`config.mk`:
```
export PLATFORM = sky130hd
export DESIGN_NAME = tern_weight_updater
export DESIGN_NICKNAME = d
export VERILOG_FILES = /design/src/rtl/tern_upd_pkg.sv /design/src/rtl/tern_upd_lfsr.sv /design/src/rtl/tern_upd_step.sv /design/src/rtl/tern_upd_pulse.sv /design/src/rtl/tern_weight_updater.sv
export SDC_FILE = /design/constraint.sdc
export NUM_CORES = 1
export LEC_CHECK = 0
export BUFFER_PORTS_ARGS = -buffer_cell sky130_fd_sc_hd__buf_2
export CORE_ASPECT_RATIO = 0.7
export CORE_MARGIN = 4
export CORE_UTILIZATION = 32
export DETAILED_ROUTE_END_ITERATION = 16
export PLACE_DENSITY_LB_ADDON = 0.1
export SLEW_MARGIN = 20
export SYNTH_ARGS = -nofsm -noshare
export SYNTH_HDL_FRONTEND = slang
export SYNTH_SLANG_ARGS = --single-unit
```
`constraint.sdc`:
```
create_clock -name clk -period 6.1 [get_ports clk]
set_clock_uncertainty 0.1 [all_clocks]
set_input_delay 0.305 -clock clk [delete_from_list [all_inputs] [get_ports clk]]
set_output_delay 0.305 -clock clk [all_outputs]
set_load 0.03 [all_outputs]
```
`src/rtl/tern_upd_pkg.sv`:
```
package tern_upd_pkg;

   typedef enum logic [1:0] {
      TRIT_ZERO = 2'b00,
      TRIT_POS  = 2'b01,
      TRIT_BAD  = 2'b10,
      TRIT_NEG  = 2'b11
   } trit_e;

   // Step probability, about 256*tanh(idx/8), clipped to 8 bits.
   function automatic logic [7:0] tanh_prob(input logic [3:0] idx);
      logic [7:0] p;
      case (idx)
         4'd0:    p = 8'd0;
         4'd1:    p = 8'd32;
         4'd2:    p = 8'd63;
         4'd3:    p = 8'd92;
         4'd4:    p = 8'd118;
         4'd5:    p = 8'd142;
         4'd6:    p = 8'd163;
         4'd7:    p = 8'd180;
         4'd8:    p = 8'd195;
         4'd9:    p = 8'd207;
         4'd10:   p = 8'd217;
         4'd11:   p = 8'd225;
         4'd12:   p = 8'd232;
         4'd13:   p = 8'd237;
         4'd14:   p = 8'd241;
         default: p = 8'd244;
      endcase
      return p;
   endfunction

endpackage

```
`src/rtl/tern_upd_lfsr.sv`:
```
module tern_upd_lfsr #(
   parameter int          W         = 16,
   parameter logic [W-1:0] TAPS      = 16'hB400,
   parameter logic [W-1:0] SEED_INIT = 16'hACE1
) (
   input  logic         clk,
   input  logic         rst_n,
   input  logic         load,
   input  logic [W-1:0] load_val,
   input  logic         step,
   output logic [W-1:0] state
);
   logic [W-1:0] q;
   logic         fb;

   assign fb    = ^(q & TAPS);
   assign state = q;

   always_ff @(posedge clk) begin
      if (!rst_n) begin
         q <= SEED_INIT;
      end else if (load) begin
         q <= (load_val == '0) ? {{(W-1){1'b0}}, 1'b1} : load_val;
      end else if (step) begin
         q <= {q[W-2:0], fb};
      end
   end
endmodule

```
`src/rtl/tern_upd_step.sv`:
```
module tern_upd_step
   import tern_upd_pkg::*;
#(
   parameter int GRAD_W = 8,
   parameter int FRAC   = 4,
   parameter int RND_W  = 8
) (
   input  logic [1:0]                     w_in,
   input  logic [GRAD_W-1:0]              grad,
   input  logic [RND_W-1:0]               rnd,
   output logic [1:0]                     w_new,
   output logic signed [GRAD_W-FRAC+1:0]  inc
);
   localparam int INT_W = GRAD_W - FRAC;
   localparam int INC_W = INT_W + 2;

   logic                    neg;
   logic [GRAD_W-1:0]       mag;
   logic [INT_W-1:0]        k_int;
   logic [FRAC-1:0]         frac_v;
   logic                    take;
   logic [INT_W:0]          inc_mag;
   logic signed [INC_W:0]   w_val;
   logic signed [INC_W:0]   sum;

   always_comb begin
      neg     = grad[GRAD_W-1];
      mag     = neg ? (~grad + 1'b1) : grad;
      k_int   = mag[GRAD_W-1:FRAC];
      frac_v  = mag[FRAC-1:0];
      take    = rnd < tanh_prob(frac_v);
      inc_mag = {1'b0, k_int} + {{INT_W{1'b0}}, take};
      inc     = neg ? -$signed({1'b0, inc_mag}) : $signed({1'b0, inc_mag});
      case (trit_e'(w_in))
         TRIT_POS: w_val = 1;
         TRIT_NEG: w_val = -1;
         default:  w_val = 0;
      endcase
      sum = w_val + $signed({inc[INC_W-1], inc});
      if (sum[INC_W])      w_new = TRIT_NEG;
      else if (sum == 0)   w_new = TRIT_ZERO;
      else                 w_new = TRIT_POS;
   end
endmodule

```
`src/rtl/tern_upd_pulse.sv`:
```
module tern_upd_pulse
   import tern_upd_pkg::*;
#(
   parameter int VAL_W = 10,
   parameter int SHIFT = 2,
   parameter int WIN   = 15,
   parameter int LEN_W = 4
) (
   input  logic signed [VAL_W-1:0] val,
   output logic [1:0]              sign,
   output logic [LEN_W-1:0]        len
);
   logic [VAL_W-1:0] mag;
   logic [VAL_W-1:0] scaled;

   always_comb begin
      mag    = val[VAL_W-1] ? (~val + 1'b1) : val;
      scaled = mag >> SHIFT;
      len    = (scaled > VAL_W'(WIN)) ? LEN_W'(WIN) : scaled[LEN_W-1:0];
      if (len == '0)          sign = TRIT_ZERO;
      else if (val[VAL_W-1])  sign = TRIT_NEG;
      else                    sign = TRIT_POS;
   end
endmodule

```
`src/rtl/tern_weight_updater.sv`:
```
module tern_weight_updater
   import tern_upd_pkg::*;
#(
   parameter int                GRAD_W      = 8,
   parameter int                FRAC        = 4,
   parameter int                LFSR_W      = 16,
   parameter logic [LFSR_W-1:0] LFSR_TAPS   = 16'hB400,
   parameter logic [LFSR_W-1:0] SEED_INIT   = 16'hACE1,
   parameter int                RND_W       = 8,
   parameter int                WIN         = 15,
   parameter int                PULSE_SHIFT = 2,
   parameter int                LEN_W       = $clog2(WIN + 1)
) (
   input  logic              clk,
   input  logic              rst_n,
   input  logic              seed_load,
   input  logic [LFSR_W-1:0] seed_value,
   input  logic              req_valid,
   output logic              req_ready,
   input  logic [1:0]        weight_in,
   input  logic [GRAD_W-1:0] grad_in,
   output logic              rsp_valid,
   input  logic              rsp_ready,
   output logic [1:0]        weight_out,
   output logic [1:0]        left_sign,
   output logic [LEN_W-1:0]  left_len,
   output logic [1:0]        right_sign,
   output logic [LEN_W-1:0]  right_len
);
   localparam int INC_W = GRAD_W - FRAC + 2;
   localparam int DW    = GRAD_W + 2;

   // Elaboration-time parameter checks
   if (FRAC != 4) begin : g_bad_frac
      $error("FRAC must be 4: the probability table has 16 entries");
   end
   if (RND_W != 8) begin : g_bad_rnd
      $error("RND_W must be 8 to match the 8-bit probabilities");
   end
   if (RND_W > LFSR_W) begin : g_bad_lfsr
      $error("LFSR_W must cover RND_W");
   end
   if (GRAD_W < FRAC + 2) begin : g_bad_grad
      $error("GRAD_W needs at least two integer bits");
   end
   if (LEN_W < $clog2(WIN + 1)) begin : g_bad_len
      $error("LEN_W too narrow for WIN");
   end

   logic                    accept;
   logic [LFSR_W-1:0]       lfsr_q;
   logic [1:0]              w_next;
   logic signed [INC_W-1:0] inc;
   logic signed [DW-1:0]    cell_val  [2];
   logic [1:0]              cell_sign [2];
   logic [LEN_W-1:0]        cell_len  [2];
   logic signed [DW-1:0]    grad_ext;
   logic signed [DW-1:0]    inc_ext;

   assign req_ready = !seed_load && (!rsp_valid || rsp_ready);
   assign accept    = req_valid && req_ready;

   tern_upd_lfsr #(
      .W(LFSR_W), .TAPS(LFSR_TAPS), .SEED_INIT(SEED_INIT)
   ) u_lfsr (
      .clk(clk), .rst_n(rst_n), .load(seed_load), .load_val(seed_value),
      .step(accept), .state(lfsr_q)
   );

   tern_upd_step #(
      .GRAD_W(GRAD_W), .FRAC(FRAC), .RND_W(RND_W)
   ) u_step (
      .w_in(weight_in), .grad(grad_in), .rnd(lfsr_q[RND_W-1:0]),
      .w_new(w_next), .inc(inc)
   );

   assign grad_ext    = {{2{grad_in[GRAD_W-1]}}, grad_in};
   assign inc_ext     = {{(DW-INC_W){inc[INC_W-1]}}, inc};
   assign cell_val[0] = grad_ext;
   assign cell_val[1] = grad_ext - (inc_ext <<< FRAC);

   for (genvar c = 0; c < 2; c++) begin : g_cell
      tern_upd_pulse #(
         .VAL_W(DW), .SHIFT(PULSE_SHIFT), .WIN(WIN), .LEN_W(LEN_W)
      ) u_pulse (
         .val(cell_val[c]), .sign(cell_sign[c]), .len(cell_len[c])
      );
   end

   always_ff @(posedge clk) begin
      if (!rst_n) begin
         rsp_valid  <= 1'b0;
         weight_out <= TRIT_ZERO;
         left_sign  <= TRIT_ZERO;
         left_len   <= '0;
         right_sign <= TRIT_ZERO;
         right_len  <= '0;
      end else if (accept) begin
         rsp_valid  <= 1'b1;
         weight_out <= w_next;
         left_sign  <= cell_sign[0];
         left_len   <= cell_len[0];
         right_sign <= cell_sign[1];
         right_len  <= cell_len[1];
      end else if (rsp_ready) begin
         rsp_valid  <= 1'b0;
      end
   end
endmodule

```
### Word level (Yosys, flattened, before mapping)

Memories as Yosys holds them, arrays and structs flattened.
Index checks and enable logic that the tools add are counted.
W data, S select, Z words.

| word-level totals | value |
|---|---|
| flip-flop bits (word level) | 31 |
| output and inout port bits | 16 |
| ROM bits | 128 |
| memories | 1 |
| logic and storage cells | 53 |

Memory list:

| memory | words | bits a word | read ports | clocked after memory_dff | wr ports | RTL line | RTL |
|---|---|---|---|---|---|---|---|
| (no name shown) | 16 | 8 | 1 | 0 | 0 | tern_upd_pkg.sv:13 | `case (idx)` |

| operators by class | value |
|---|---|
| equal/unequal tests | 2 |
| mux-type cells | 18 |
| order comparisons | 3 |
| add/subtract/negate cells | 7 |
| reduce and logical (&&, ||, !) cells | 12 |
| bitwise gates (word level) | 3 |

Operators with widths:

| cell | count |
|---|---|
| $mux W16 | 3 |
| $logic_not A32 Y1 | 1 |
| $add A10 B1 Y10 const B | 2 |
| $mux W10 | 2 |
| $not A10 Y10 | 2 |
| $gt A8 B4 Y1 const B | 2 |
| $logic_not A16 Y1 | 1 |
| $reduce_xor A16 Y1 | 1 |
| $pmux W7 S2 | 1 |
| $mux W2 | 5 |
| $sub A8 B10 Y10 | 1 |
| $add A8 B1 Y8 const B | 1 |
| $logic_not A4 Y1 | 2 |
| $lt A8 B8 Y1 | 1 |
| $mux W4 | 2 |
| $mux W8 | 1 |
| $not A8 Y8 | 1 |
| $add A7 B6 Y7 | 1 |
| $mux W6 | 1 |
| $neg A5 Y6 | 1 |
| $add A4 B1 Y5 | 1 |
| $reduce_bool A2 Y1 | 2 |
| $mux W1 | 3 |
| $eq A2 B1 Y1 const B | 1 |
| 4 further kinds | 6 |

### Depth between registers and ports, before layout

An unclocked memory read counts as a cell.

| logic depth | value |
|---|---|
| depth in word-level cells | 16 |
| mapped depth | 31 |
| depth with buffers taken out | 31 |

### Hierarchy

Synthesis repeated with hierarchy kept, for this count alone.

| unflattened totals | value |
|---|---|
| cell total of the unflattened synthesis | 363 |
| area, all modules | 3,059.2 um^2 |

Modules (own cells, without submodules):

| module | instances | seq. area each (um^2) | cells an instance | area an instance (um^2) |
|---|---|---|---|---|
| tern_upd_step | 1 | 0.0 | 139 | 1,044.8 |
| tern_weight_updater | 1 | 300.3 | 83 | 830.8 |
| tern_upd_lfsr | 1 | 320.3 | 87 | 795.8 |
| tern_upd_pulse | 2 | 0.0 | 27 | 193.9 |

### Worst setup path after synthesis

Ideal clock, no wire load.

| timing | value |
|---|---|
| path kind | in2reg |
| start point | in grad_in[0] |
| end point | reg right_sign[0] |
| data required time | 5.872 ns |
| path slack | 0.208 ns |
| arrival time | 5.664 ns |
| stages on the path | 29 |
| cells stage by stage | inv_1 > ha_1 > mux2i_1 > inv_1 > ha_1 > mux2i_1 > o21ai_0 > ha_1 > a2111oi_0 > o21ai_0 > o21ai_0 > ha_1 > ha_1 > inv_1 > ha_1 > nor2_1 > xnor2_1 > xnor2_1 > inv_1 > ha_1 > nand2_1 > o21ai_0 > a31oi_1 > mux2i_1 > mux2i_2 > or3b_1 > mux2i_2 > and4b_4 > a21oi_2 |

| on the way | value |
|---|---|
| cells in the longest elaborated chain, start to end | 16 |

RTL lines:

| element | RTL line | RTL |
|---|---|---|
| from (decl) | tern_weight_updater.sv:21 | `input logic [GRAD_W-1:0] grad_in,` |
| $not A8 Y8 | tern_upd_step.sv:28 | `mag = neg ? (~grad + 1'b1) : grad;` |
| $add A8 B1 Y8 | tern_upd_step.sv:28 |  |
| $mux W8 | tern_upd_step.sv:28 |  |
| $mem_v2 Z16 W8 | -- |  |
| $lt A8 B8 Y1 | tern_upd_step.sv:31 | `take = rnd < tanh_prob(frac_v);` |
| $add A4 B1 Y5 | tern_upd_step.sv:32 | `inc_mag = {1'b0, k_int} + {{INT_W{1'b0}}, take};` |
| $neg A5 Y6 | tern_upd_step.sv:33 | `inc = neg ? -$signed({1'b0, inc_mag}) : $signed({1'b0, inc_mag});` |
| $mux W6 | tern_upd_step.sv:33 |  |
| $sub A8 B10 Y10 * | tern_weight_updater.sv:80 | `assign cell_val[1] = grad_ext - (inc_ext <<< FRAC);` |
| $not A10 Y10 | tern_upd_pulse.sv:17 | `mag = val[VAL_W-1] ? (~val + 1'b1) : val;` |
| $add A10 B1 Y10 | tern_upd_pulse.sv:17 |  |
| $mux W10 * | tern_upd_pulse.sv:17 |  |
| $gt A8 B4 Y1 | tern_upd_pulse.sv:19 | `len = (scaled > VAL_W'(WIN)) ? LEN_W'(WIN) : scaled[LEN_W-1:0];` |
| $mux W4 * | tern_upd_pulse.sv:19 |  |
| $logic_not A4 Y1 * | tern_upd_pulse.sv:20 | `if (len == '0) sign = TRIT_ZERO;` |
| $mux W2 * | tern_upd_pulse.sv:20 |  |
| to (signal assigned) | tern_weight_updater.sv:103 | `right_sign <= cell_sign[1];` |
| to (decl) | tern_weight_updater.sv:27 | `output logic [1:0] right_sign,` |

Mark *: on every way between the ends. The rest lies on a longest branch, timed or not.
A chain may end at the register's enable or synchronous reset.

### Worst setup path after layout

| timing | value |
|---|---|
| start point | in grad_in[1] |
| end point | reg right_sign[0] |

Same word-level chain as after synthesis.

==> results.md <==
- Status: finished clean
- Final Hold Fails: 0
- Most frequent cells in the layout: buf_2, nand2_1, nor2_1
- Unrepaired setup endpoints after global routing: false
- Reg2reg start: u_lfsr.state[0]
- Clk pwr share: around a quarter
- Required @ worst endpoint: 6.14 ns
- CTS clk-pin slew, worst paths: 0.05 ns
- Core region area: 8070 um2
- Internal power: 597 uW
- Peak VDD IR: ~110 uV
- Leakage: approximately 1.5 nW
- Routed length per instance: 15.0 um
- Vias in the first global route: 2,411
- CTS H-Tree Depth: 2
- Worst Max-Slew Pin Slew: 1.01 ns
- Clk root buf: clkbuf_16
- Antenna violations before repair: 0
- Cells after synthesis: ~350
- CP Capture Type: flop
- Post-synthesis async set-or-reset flop share: 0%
- Crit path launch type: input port
- Area delta synth->final: 21.6%
- Mean Syn Cell Area: 7.72 um2
- Worst skew pair latency: 0.28 ns
- GPL Wtd Cong: just over 0.8
- Seq cells post-synth: 31
- Post-detail-place hpwl: 5.87 mm
- I/O pins: 47
- Share of cells above drive strength 1: 23.3%
- Clock sinks: 31
- First-pass GRT wire length: 12.4 mm
- Pwr/cell area: 297 nW/um2
- Switching power: 390 uW
- Vias: between 2,000 and 3,000
- Final setup vio count: 0
- Clk buf depth: 2
- Sequential share of the synthesized area: about 23%
- Hold/Removal Path Class: in2reg
- HP Start: seed_value[13]
- Sw frac: between 30% and 40%
- Seq pwr share: between 20% and 30%
- Ant. Diodes: 0
- Grt ovf: 0
- Largest net degree at the start of global routing: 33
- Post-Route WL: 7.65 mm
- Fin crit period: 5.69 ns
- Crit share post-route: 93.3%
- Die Width: 118 um
- Setup CP Type: in2reg
- Chip height: 85.3 um
- Crit path DAT: around 5.7 ns
- Drt first-iter violations: 181
- Synth Cell Area: 2730 um2
- Setup WS pre-CTS: -0.0771 ns
- Fin Setup TNS: 0 ns
- Achievable Freq: between 150 and 200 MHz
- EDFF count, synth: 0
- Num CTS Buffers: 5
- Setup ws final: roughly 0.41 ns
- CTS tree: yes
- First drt pass iteration count: 4
- Slew HR: 32.8%
- Crit-path max FO: 8
- Final Slew Violations: 0
- Area of the die: 10,100 um2
- DRC Markers: 0
- Starting Density: 33.8%
- Gr usage total: 15.2%
- Library cells used by synthesis: 60
- Synth Net Count: 414
- Max-Cap Viols: 0
- Port-buffer cells: 46
- Routed vias/inst: 5.15
- Comb pwr share: between 50 and 60%
- Synth Flop Type: dfxtp_1
- Nets: 467
- Row count: 27
- Routed Antenna Nets: 0
- Critical Path Source: grad_in[1]
- Commonest non-fill, non-tap cell in the layout: buf_2
- Yosys synthesis warning count: 0
==> cell families after synthesis <==
family	Yosys count	synth area share [%]
and+or+nand+nor	135	25.1
DFF	31	22.7
AOI/OAI and AO/OA	94	22.6
muxes	6	2.66
adders and majority gates	29	13.8
buffers and inverters	34	5.04
xor gates and xnor gates	25	8.02
==> power by group through the flow <==
stage / Sequential, mW / Combinational (mW) / Clock [mW]
global placement: 0.235 / 0.479 / 0
floorplan: 0.249 / 0.340 / 0
CTS: 0.230 / 0.488 / 0.251
detailed placement: 0.234 / 0.485 / 0
finish: 0.231 / 0.511 / 0.245
global route: 0.232 / 0.571 / 0.261
==> final cells by class <==
class	instances	area, um2
Fill cell	817	4750
Multi-Input combinational cell	289	2000
Sequential cell	31	621
Timing Repair Buffer	64	369
Clock buffer	6	129
Tap cell	101	126
Inverter	16	60.1
Clock inverter	2	12.5
==> flip-flops by register name, summed over array words and instances (netlist names) <==
register      count
rsp_valid         1
left_sign         2
weight_out        2
left_len          4
u_lfsr.state     16
right_sign        2
right_len         4
==> Yosys cell counts (6+ instances only) <==
cell	number	area (um2)
dfxtp_1	31	621
a31oi_1	10	62.6
inv_1	15	56.3
xnor2_1	17	149
xor2_1	8	70.1
a21oi_1	14	70.1
nand3_1	13	65.1
nor2_1	40	150
nand2_1	42	158
clkbuf_1	13	48.8
ha_1	27	338
o21ai_0	32	160
nor3_1	6	30.0
o221ai_1	8	70.1
==> metal layers <==
metal	wire (um)	up-vias	global-route usage [%]
met2	2930	48	20.2
met4	51	0	2.84
li1	-	1366	-
met1	4300	1202	23.9
met3	361	5	4.33
met5	0	-	0
==> stage by stage <==
stage,cell area (um2),std cells,utilization (%),hold slack (ns),power (mW)
after floorplan,2730,354,-,0.338,0.589
after global placement,3120,498,38.7,0.363,0.713
after detailed placement,3120,498,38.7,0.359,0.720
after CTS,3260,506,40.4,0.149,0.969
after global routing,3320,509,41.1,0.172,1.06
final,3320,509,41.1,0.152,0.987
==> worst max-delay path: stages <==
cell	delay [ns]
buf_2	0.16
inv_1	0.06
ha_1	0.26
mux2i_1	0.17
inv_1	0.11
ha_1	0.32
mux2i_1	0.14
o21ai_1	0.09
ha_1	0.31
a2111oi_1	0.35
o21ai_0	0.13
o21ai_0	0.10
ha_1	0.20
buf_4	0.14
nand3b_1	0.08
mux2_4	0.28
a31oi_1	0.16
o22ai_1	0.10
nor2_1	0.20
inv_1	0.09
ha_1	0.32
or2_2	0.28
mux2i_1	0.24
mux2i_4	0.15
or3b_1	0.39
mux2i_2	0.21
and4b_4	0.30
a21oi_2	0.05
==> final timing paths <==
kind	end	slack, ns	cells past startpoint
min	u_lfsr.state[13]	0.15	3
min reg2reg	u_lfsr.state[9]	0.37	2
max reg2reg	right_sign[0]	1.34	22
max	right_sign[0]	0.41	28
==> what timing repair did <==
action,4_1_cts,5_1_grt
setup endpoints to repair,0,6
gates resized for setup,0,9
buffers inserted,0,3
hold buffers,0,0
No activity file was read; power rests on OpenSTA's default activity.
